==> src/rtl/psa_pkg.sv <==
package psa_pkg;
  localparam int unsigned POS_BITS   = 32;
  localparam int unsigned MAX_PARTS  = 32;
  localparam int unsigned POS_VEC_W  = POS_BITS * MAX_PARTS;

  typedef logic [POS_VEC_W-1:0] pos_vec_t;

  function automatic int unsigned pos_at(input pos_vec_t pv, input int unsigned k);
    return int'(pv[k*POS_BITS +: POS_BITS]);
  endfunction

  // index of operand bit in the widened word: one spare bit below each split at or under it
  function automatic int unsigned wide_index(input pos_vec_t pv, input int unsigned n_parts,
                                             input int unsigned bit_idx);
    int unsigned cnt;
    cnt = 0;
    for (int unsigned k = 0; k < n_parts; k++)
      if (pos_at(pv, k) <= bit_idx) cnt++;
    return bit_idx + cnt;
  endfunction

  // spare bit for split k sits just below the (shifted) split position
  function automatic int unsigned guard_index(input pos_vec_t pv, input int unsigned k);
    return pos_at(pv, k) + k;
  endfunction
endpackage

==> src/rtl/psa_expand.sv <==
module psa_expand #(
  parameter int unsigned       WIDTH      = 32,
  parameter int unsigned       N_PARTS    = 3,
  parameter psa_pkg::pos_vec_t POS_EXT    = '0,
  parameter bit                GUARD_PASS = 1'b1,
  localparam int unsigned      WIDE_W     = WIDTH + N_PARTS
) (
  input  logic [WIDTH-1:0]   data_i,
  input  logic [N_PARTS-1:0] part_en_i,
  output logic [WIDE_W-1:0]  wide_o
);
  logic [N_PARTS-1:0] guard;

  // pass operand: spare = 1 lets carry ripple, 0 absorbs it; other operand: always 0
  assign guard = {N_PARTS{GUARD_PASS}} & ~part_en_i;

  for (genvar i = 0; i < WIDTH; i++) begin : g_data
    localparam int unsigned WI = psa_pkg::wide_index(POS_EXT, N_PARTS, i);
    assign wide_o[WI] = data_i[i];
  end

  for (genvar k = 0; k < N_PARTS; k++) begin : g_guard
    localparam int unsigned GI = psa_pkg::guard_index(POS_EXT, k);
    assign wide_o[GI] = guard[k];
  end
endmodule

==> src/rtl/psa_wide_add.sv <==
module psa_wide_add #(
  parameter int unsigned W = 35
) (
  input  logic [W-1:0] x_i,
  input  logic [W-1:0] y_i,
  output logic [W-1:0] s_o
);
  assign s_o = x_i + y_i;
endmodule

==> src/rtl/psa_compact.sv <==
module psa_compact #(
  parameter int unsigned       WIDTH   = 32,
  parameter int unsigned       N_PARTS = 3,
  parameter psa_pkg::pos_vec_t POS_EXT = '0,
  localparam int unsigned      WIDE_W  = WIDTH + N_PARTS
) (
  input  logic [WIDE_W-1:0] wide_i,
  output logic [WIDTH-1:0]  data_o
);
  logic [N_PARTS-1:0] guard_unused;

  for (genvar i = 0; i < WIDTH; i++) begin : g_data
    localparam int unsigned WI = psa_pkg::wide_index(POS_EXT, N_PARTS, i);
    assign data_o[i] = wide_i[WI];
  end

  for (genvar k = 0; k < N_PARTS; k++) begin : g_guard
    localparam int unsigned GI = psa_pkg::guard_index(POS_EXT, k);
    assign guard_unused[k] = wide_i[GI];
  end
endmodule

==> src/rtl/psa_lane_adder.sv <==
module psa_lane_adder #(
  parameter int unsigned               WIDTH    = 32,
  parameter int unsigned               N_PARTS  = 3,
  parameter logic [N_PARTS*32-1:0]     PART_POS = {32'd24, 32'd16, 32'd8}
) (
  input  logic [WIDTH-1:0]   a_i,
  input  logic [WIDTH-1:0]   b_i,
  input  logic [N_PARTS-1:0] part_en_i,
  output logic [WIDTH-1:0]   sum_o
);
  localparam int unsigned       WIDE_W  = WIDTH + N_PARTS;
  localparam psa_pkg::pos_vec_t POS_EXT = psa_pkg::POS_VEC_W'(PART_POS);

  logic [WIDE_W-1:0] a_wide, b_wide, s_wide;

  psa_expand #(.WIDTH(WIDTH), .N_PARTS(N_PARTS), .POS_EXT(POS_EXT), .GUARD_PASS(1'b1)) u_exp_a (
    .data_i(a_i), .part_en_i(part_en_i), .wide_o(a_wide)
  );

  psa_expand #(.WIDTH(WIDTH), .N_PARTS(N_PARTS), .POS_EXT(POS_EXT), .GUARD_PASS(1'b0)) u_exp_b (
    .data_i(b_i), .part_en_i(part_en_i), .wide_o(b_wide)
  );

  psa_wide_add #(.W(WIDE_W)) u_add (
    .x_i(a_wide), .y_i(b_wide), .s_o(s_wide)
  );

  psa_compact #(.WIDTH(WIDTH), .N_PARTS(N_PARTS), .POS_EXT(POS_EXT)) u_cmp (
    .wide_i(s_wide), .data_o(sum_o)
  );
endmodule

==> config.mk <==
export PLATFORM = sky130hd
export DESIGN_NAME = psa_lane_adder
export DESIGN_NICKNAME = d
export VERILOG_FILES = /design/src/rtl/psa_pkg.sv /design/src/rtl/psa_expand.sv /design/src/rtl/psa_wide_add.sv /design/src/rtl/psa_compact.sv /design/src/rtl/psa_lane_adder.sv
export SDC_FILE = /design/constraint.sdc
export NUM_CORES = 1
export LEC_CHECK = 0
export CAP_MARGIN = 20
export CORE_ASPECT_RATIO = 1.75
export CORE_UTILIZATION = 41
export DETAILED_ROUTE_END_ITERATION = 10
export PLACE_DENSITY = 0.85
export SLEW_MARGIN = 20
export SYNTH_ARGS = -nofsm -noshare
export SYNTH_HDL_FRONTEND = slang
export SYNTH_SLANG_ARGS = --single-unit
export TNS_END_PERCENT = 20
==> constraint.sdc <==
create_clock -name vclk -period 6.2
set_clock_uncertainty 0.05 [all_clocks]
set_input_delay 1.86 -clock vclk [all_inputs]
set_output_delay 1.86 -clock vclk [all_outputs]
set_load 0.02 [all_outputs]
==> results.md, run 1 <==
- The run finished, with violations left.
- The final reports fail on negative setup slack.
- The final total negative setup slack is -0.0702 ns.
- For this design the static power due to leakage is 1.67 nW.
- The floorplan step defined a die boundary enclosing ~0.0046 mm2.
- The maximum achievable frequency is between 150 and 200 MHz.
- The design area is 0.00350 mm2.
- The switching power is 0.233 mW.
- The slowest stage of the critical path belongs to the cell clkdlybuf4s50_1.
- The count of nets left with antenna violations once routing finished came out at 0.
- The wire length per cell after detailed routing is about 18 um.
- The largest area contributor in the netlist is ha_1.
- In the post-route analysis, the smallest setup slack over all paths is -0.0524 ns.
- Routability-driven placement finished with a final weighted congestion of 0.923.
- The final net count is 514.
- The relative slew slack is 79.0%.
- The max-slew violation total from the final report came to 0.
- Setup repair after global routing could not meet its margin everywhere.
- The via count of the first global-routing pass is around 2600.
- The count of warnings emitted by yosys is 0.
- The placed instances occupy a cell area of 0.00337 mm2.
- Dividing the synthesized area by the synthesized cell count gives 7.42 um2.
- Using the TritonRoute via totals, the vias-per-cell ratio works out to 5.86.
- The worst-path maximum fanout is 3.
- For the pin with the worst max-slew slack, the measured transition is 0.311 ns.
- The die is 88.7 um tall.
- The overall die width is 51.5 um.
- Of the cells placed in the final design, the portion with a size suffix greater than 1 is 31.7%.
- The largest net degree at the start of global routing is 7.
- The worst setup path is captured at an output pin.
- After floorplanning, the core was divided into 31 placement rows.
- The top-level I/O count is 99.
- Sorting the synthesized cells by area gives the leading types as ha_1 (22%), xnor2_1 (8.5%), a21oi_1 (7.4%).
- Summing every instance area after synthesis gives 0.00176 mm2.
- The count of clock buffers in the final design is 0.
- The power per standard cell area is about 130 mW/mm2.
- The final layout contains routed wiring with a total length of 8.13 mm.
- Synthesis handed over a netlist of around 240 instances.
- Counting stages on the worst path, the most repeated cell is buf_4.
- Summed over all layers, the global routing overflow is 0.
- In the finished design, the share of the clock period the worst path needs comes to 101%.
- The first global-routing pass estimated around 11 mm of wire.
- The violation count after the first detailed-route iteration is 123.
- The signal on the critical path passes through clkdlybuf4s50_1 -> ha_1 -> a21o_1 -> a221oi_4 -> buf_4 -> a31oi_4 -> a31oi_4 -> buf_4 -> o21ai_2 -> xor2_1 -> buf_4.
- The portion of synthesized cell area occupied by the leading cell type is 22.0%.
- The number of antenna violations at the first check in global routing is 0.
- For this run, design rule violations remaining after detail routing come to 0.
- The fraction of power consumed by combinational cells is 100.0%.
- The kind of start point of the critical path is an input pin.
- The starting utilization of the core area is a little over two fifths.
- Setup violations remaining at the end of the flow were counted as 2.
- The final critical delay including setup and external delays is 6.25 ns.
- In this run, the clock network consumes 0% of the power.
- Summed over all nets, the half-perimeter wirelength after detailed placement is 5.77 mm.
- The placeable core region is between 0.004 and 0.005 mm2.
- Max-cap violations in this run came to 0.
- The min-delay analysis places its worst path in the category input pin to output pin.
- After synthesis, flip-flops and latches occupy 0% of the total area.
- STA puts the critical path data required time at 4.29 ns.
- The sequential cell count of the final layout is 0.
- The number of nets in the synthesized netlist is between 300 and 400.
- The count of endpoints failing hold in the final timing report is 0.
- The type of the worst setup path is input pin to output pin.
- On the worst path, the slowest cell contributes a delay of 0.42 ns.
- The most common cell in the synthesized netlist is ha_1.
- The number of antenna repair diodes is 0.
- After synthesis, the netlist uses 51 different library cells.
- The count of input and output buffers is 99.
- By count the netlist is led by ha_1 (31), a21oi_1 (26), nand2_1 (24).
- The cell internal power dissipation is around 0.23 mW.
- Data arrives at the worst endpoint at 4.34 ns.
- The total global-route track usage is 29.5%.
- Across all layers, the routed design uses about 2700 vias.
- Relative to the synthesized area, the layout overhead comes to 99.1%.
- The switching share of power is about half.
- Per report_power, the sequential group accounts for 0% of the total.
- Across the whole layout, storage elements account for 0 um2.
- IR analysis of the VDD net gives a maximum drop of around 96 uV.
- The iteration count of the initial detailed-routing pass is 4.
==> worst max-delay path, delay by kind of cell <==
kind,cells,cell delay [ns]
compound gates,5,0.98
xor+xnor,1,0.21
buf+inv,4,0.96
fa+ha+maj,1,0.32
==> path summary, 6_finish.rpt <==
path / slack [ns] / end / startpoint / cells after the start
worst min-delay path: 4.49 / sum_o[0] / b_i[0] / 3
worst max-delay path: -0.05 / sum_o[25] / a_i[7] / 11
==> layer usage <==
metal | vias up | share of wire (%) | track usage, %
li1 | 1241 | - | -
met1 | 1277 | 33 | 24.8
met2 | 138 | 56 | 61.9
met3 | 53 | 4.5 | 3.26
met4 | 0 | 6.6 | 16.7
met5 | - | 0 | 0
==> power groups by stage <==
stage / logic, mW / registers, mW / clock network, mW
2_1_floorplan: 0.218 / 0 / 0
4_1_cts: 0.430 / 0 / 0
5_1_grt: 0.488 / 0 / 0
6_report: 0.461 / 0 / 0
3_3_place_gp: 0.435 / 0 / 0
3_5_place_dp: 0.446 / 0 / 0
==> cell families (layout without fill, tap and decap cells) <==
family | after synthesis | in the layout | share of synthesized area [%]
buffers and inverters | 12 | 188 | 2.70
AOI/OAI and AO/OA | 89 | 89 | 37.6
adders and majority gates | 32 | 32 | 23.2
xor gates and xnor gates | 31 | 31 | 15.4
and+or+nand+nor | 73 | 73 | 21.1
==> final cells by class <==
class / instances / area (um2)
Timing Repair Buffer: 181 / 1570
Multi-Input combinational cell: 225 / 1850
Tap cell: 49 / 61.3
Inverter: 7 / 26.3
Fill cell: 250 / 609
==> placed cells by master (no fill, tap or decap), types with 12 or more instances in the layout <==
master / Yosys / routed
a21oi_1: 26 / 25
buf_4: 0 / 88
clkdlybuf4s50_1: 0 / 68
dlygate4sd2_1: 0 / 12
ha_1: 31 / 26
nand2_1: 24 / 24
nor2_1: 18 / 18
xnor2_1: 17 / 17
xor2_1: 14 / 13
==> metrics by stage <==
stage	hold slack, ns	utilization [%]	instances	total power [mW]	setup slack [ns]
after detailed placement	4.87	81.9	457	0.446	-0.671
after global placement	4.84	81.9	457	0.435	-0.583
final	4.49	85.2	462	0.461	-0.0524
after floorplan	3.87	-	237	0.218	0.280
after global routing	4.52	85.2	462	0.488	-0.0912
after CTS	4.57	81.9	457	0.430	-0.133
==> what timing repair did <==
action	CTS	global route
resized for setup	58	38
setup buffers	0	5
hold buffers	0	0
setup endpoints to repair	26	22
pin swaps	11	20
Note: power is estimated with default switching activity, not from simulation.
==> run 2, diff against run 1 <==
--- a/config.mk
+++ b/config.mk
@@ -6,10 +6,13 @@
 export NUM_CORES = 1
 export LEC_CHECK = 0
 export CAP_MARGIN = 20
+export CELL_PAD_IN_SITES_DETAIL_PLACEMENT = 2
+export CELL_PAD_IN_SITES_GLOBAL_PLACEMENT = 2
 export CORE_ASPECT_RATIO = 1.75
-export CORE_UTILIZATION = 41
+export CORE_UTILIZATION = 21
 export DETAILED_ROUTE_END_ITERATION = 10
-export PLACE_DENSITY = 0.85
+export PLACE_DENSITY_LB_ADDON = 0.1
+export SETUP_SLACK_MARGIN = 0.02
 export SLEW_MARGIN = 20
 export SYNTH_ARGS = -nofsm -noshare
 export SYNTH_HDL_FRONTEND = slang
==> run 2 against run 1 <==
The run ends with design-rule violations left. Total power is 0.55% lower. Design area is 2.4% higher. Die area rose by 92%. Critical endpoint is now sum_o[21]. Highest routed layer unchanged.
==> results.md, run 2 (synthesized netlist as in run 1, its figures left out) <==
- The maximum resistive drop on vdd is 54.5 uV (was 95.8 uV).
- The relative slew slack is 70.1% (was 79.0%).
- Most frequent cells in the layout: buf_4 (91), clkdlybuf4s50_1 (67), nand2_1 (24), a21oi_1 (23), ha_1 (23) (was buf_4 (88), clkdlybuf4s50_1 (68), ha_1 (26), a21oi_1 (25), nand2_1 (24)).
- The hold-fix buffer count after cts was 0 (unchanged).
- The data required time of the critical path is 4.29 ns (about the same).
- The total global-route track usage came to 19.3% (was 29.5%).
- The total setup violations reported at the end of the flow is 0 (was 2).
- The fraction of the cycle the final worst path needs is 99.4% (was 101%).
- The global-route wire length before repair was 13.6 mm (was 10.6 mm).
- The iteration count of the initial detailed-routing pass came to 7 (was 4).
- The estimated wirelength of the detail-placed design was 7.56 mm (was 5.77 mm).
- The via count of the first global-routing pass came to 2921 (was 2609).
- Outcome: complete, but fails checks (unchanged).
- The placement-stage cell area was 0.00348 mm2 (was 0.00337 mm2).
- The arrival time at the worst endpoint came to 4.25 ns (was 4.34 ns).
- The top-level I/O count is 99 (unchanged).
- The final critical delay including setup and external delays is 6.16 ns (was 6.25 ns).
- The sequential cell count of the final layout is 0 (unchanged).
- The number of cells in the finished layout apart from fillers is 508 (was 462).
- The number of cells after detailed placement is 506 (was 457).
- The worst-path maximum fanout came to 3 (unchanged).
- The number of standard-cell rows in the floorplan was 43 (was 31).
- The global-route congestion overflow total was 0 (unchanged).
- The leading cell type in the layout, fill and taps excluded is buf_4 (unchanged).
- The type of the worst setup path is input pin to output pin (unchanged).
- The clock network power share is 0% (about the same).
- The count of endpoints failing hold in the final timing report is 0 (unchanged).
- The starting utilization of the core area is 21.9% (was 42.8%).
- The number of antenna violations at the first check in global routing is 0 (unchanged).
- RSZ-0062 raised after global routing: true (unchanged).
- The count of clock buffers in the final design is 0 (unchanged).
- The routability congestion estimate from global placement was 0.839 (was 0.923).
- The number of nets with antenna violations after routing came to 0 (unchanged).
- The sum of internal, switching and leakage power is 0.458 mW (was 0.461 mW).
- The maximum achievable frequency came to 162 MHz (was 160 MHz).
- The number of DRC violations after detailed routing is 9 (was 0).
- The via density per instance is 4.97 (was 5.86).
- The fraction of power consumed by sequential logic is 0% (about the same).
- The die area is 0.00876 mm2 (was 0.00457 mm2).
- The register cell area after layout was 0 um2 (unchanged).
- The height of the die is 123 um (was 88.7 um).
- The fraction of power consumed by combinational cells is 100.0% (about the same).
- The wire length per cell after detailed routing is 16.9 um (was 17.6 um).
- The count of input and output buffers came to 99 (unchanged).
- The final core utilization is 44.7% (was 85.2%).
- The post-synthesis to final-layout area growth is 104% (was 99.1%).
- The placeable core region was 0.00802 mm2 (was 0.00411 mm2).
- The first element of the critical path was a_i[7] (unchanged).
- The final net count is 519 (was 514).
- The count of max-cap constraint violations is 0 (unchanged).
- The class of the most critical hold timing path is input pin to output pin (unchanged).
- The power per standard cell area came to 128 mW/mm2 (was 132 mW/mm2).
- The pin slew with the least headroom to its limit came to 0.444 ns (was 0.311 ns).
- The overall die width is 71.2 um (was 51.5 um).
- Violations in the final reports: design-rule violations (was negative setup slack).
- The violation count after the first detailed-route iteration is 51 (was 123).
- The switching share of power is 49.9% (was 50.7%).
- The number of antenna repair diodes was 0 (unchanged).
- The critical path endpoint category is an output pin (unchanged).
- The max-slew violation total from the final report is 0 (unchanged).
- The capture point of the critical path is sum_o[21] (was sum_o[25]).
- The kind of start point of the critical path was an input pin (unchanged).
- The switching power was 0.229 mW (was 0.233 mW).
- The routed wire length is 8.57 mm (was 8.13 mm).
- The cell internal power dissipation is 0.230 mW (was 0.227 mW).
- The static leakage came to 1.66 nW (was 1.67 nW).
- The design area was 0.00359 mm2 (was 0.00350 mm2).
- The ratio of cells with drive above 1 in the final layout is 34.4% (was 31.7%).
- The via count is 2526 (was 2709).
- The largest net degree at the start of global routing was 7 (unchanged).
## run 2: power groups by stage
stage               sequential (mW)  clock (mW)  combinational (mW)
floorplan                         0           0               0.218
global placement                  0           0               0.457
detailed placement                0           0               0.468
CTS                               0           0               0.457
global route                      0           0               0.494
finish                            0           0               0.458
## run 2: layout make-up
| type | count | area [um2] |
|---|---|---|
| multi-input cells | 225 | 1870 |
| repair buffers | 186 | 1580 |
| fillers | 890 | 4430 |
| inverters | 7 | 26.3 |
| well taps | 90 | 113 |
## run 2: how the worst min path moves through the flow
stage,end,slack [ns],start,depth (start not counted)
after floorplan,sum_o[0],3.87,b_i[0],1
after global placement,sum_o[0],4.82,b_i[0],3
final,sum_o[0],4.47,a_i[0],3
after CTS,sum_o[0],4.49,a_i[0],3
after detailed placement,sum_o[0],4.85,b_i[0],3
after global routing,sum_o[0],4.51,a_i[0],3
## run 2: metal layers
layer  vias to the layer above  track usage [%]  share of wire [%]
met5                         -                0                  0
met4                         0             2.13                1.5
met3                         8            0.733                2.9
met2                        61             45.5                 63
met1                      1208             17.3                 33
li1                       1249                -                  -
## run 2: critical path, cell delays in order
cell,delay (ns)
clkdlybuf4s50_1,0.41
ha_1,0.31
a21o_1,0.24
a31o_2,0.23
a21oi_2,0.18
buf_4,0.18
a2bb2oi_4,0.06
a31oi_1,0.17
buf_4,0.16
xnor2_1,0.12
clkdlybuf4s15_1,0.33
## run 2: through the flow
step / TNS (ns) / setup WS [ns] / hold WS [ns]
2_1_floorplan: 0 / 0.280 / 3.87
3_3_place_gp: -10.09 / -0.684 / 4.82
3_5_place_dp: -11.14 / -0.723 / 4.85
4_1_cts: -0.0294 / -0.0209 / 4.49
5_1_grt: -0.286 / -0.0909 / 4.51
6_report: 0 / 0.0376 / 4.47
## run 2: repair_timing
| item | 4_1_cts | 5_1_grt |
|---|---|---|
| resized for setup | 84 | 23 |
| pin swaps | 12 | 6 |
| endpoints found under the setup margin | 26 | 14 |
| buffers inserted | 1 | 1 |
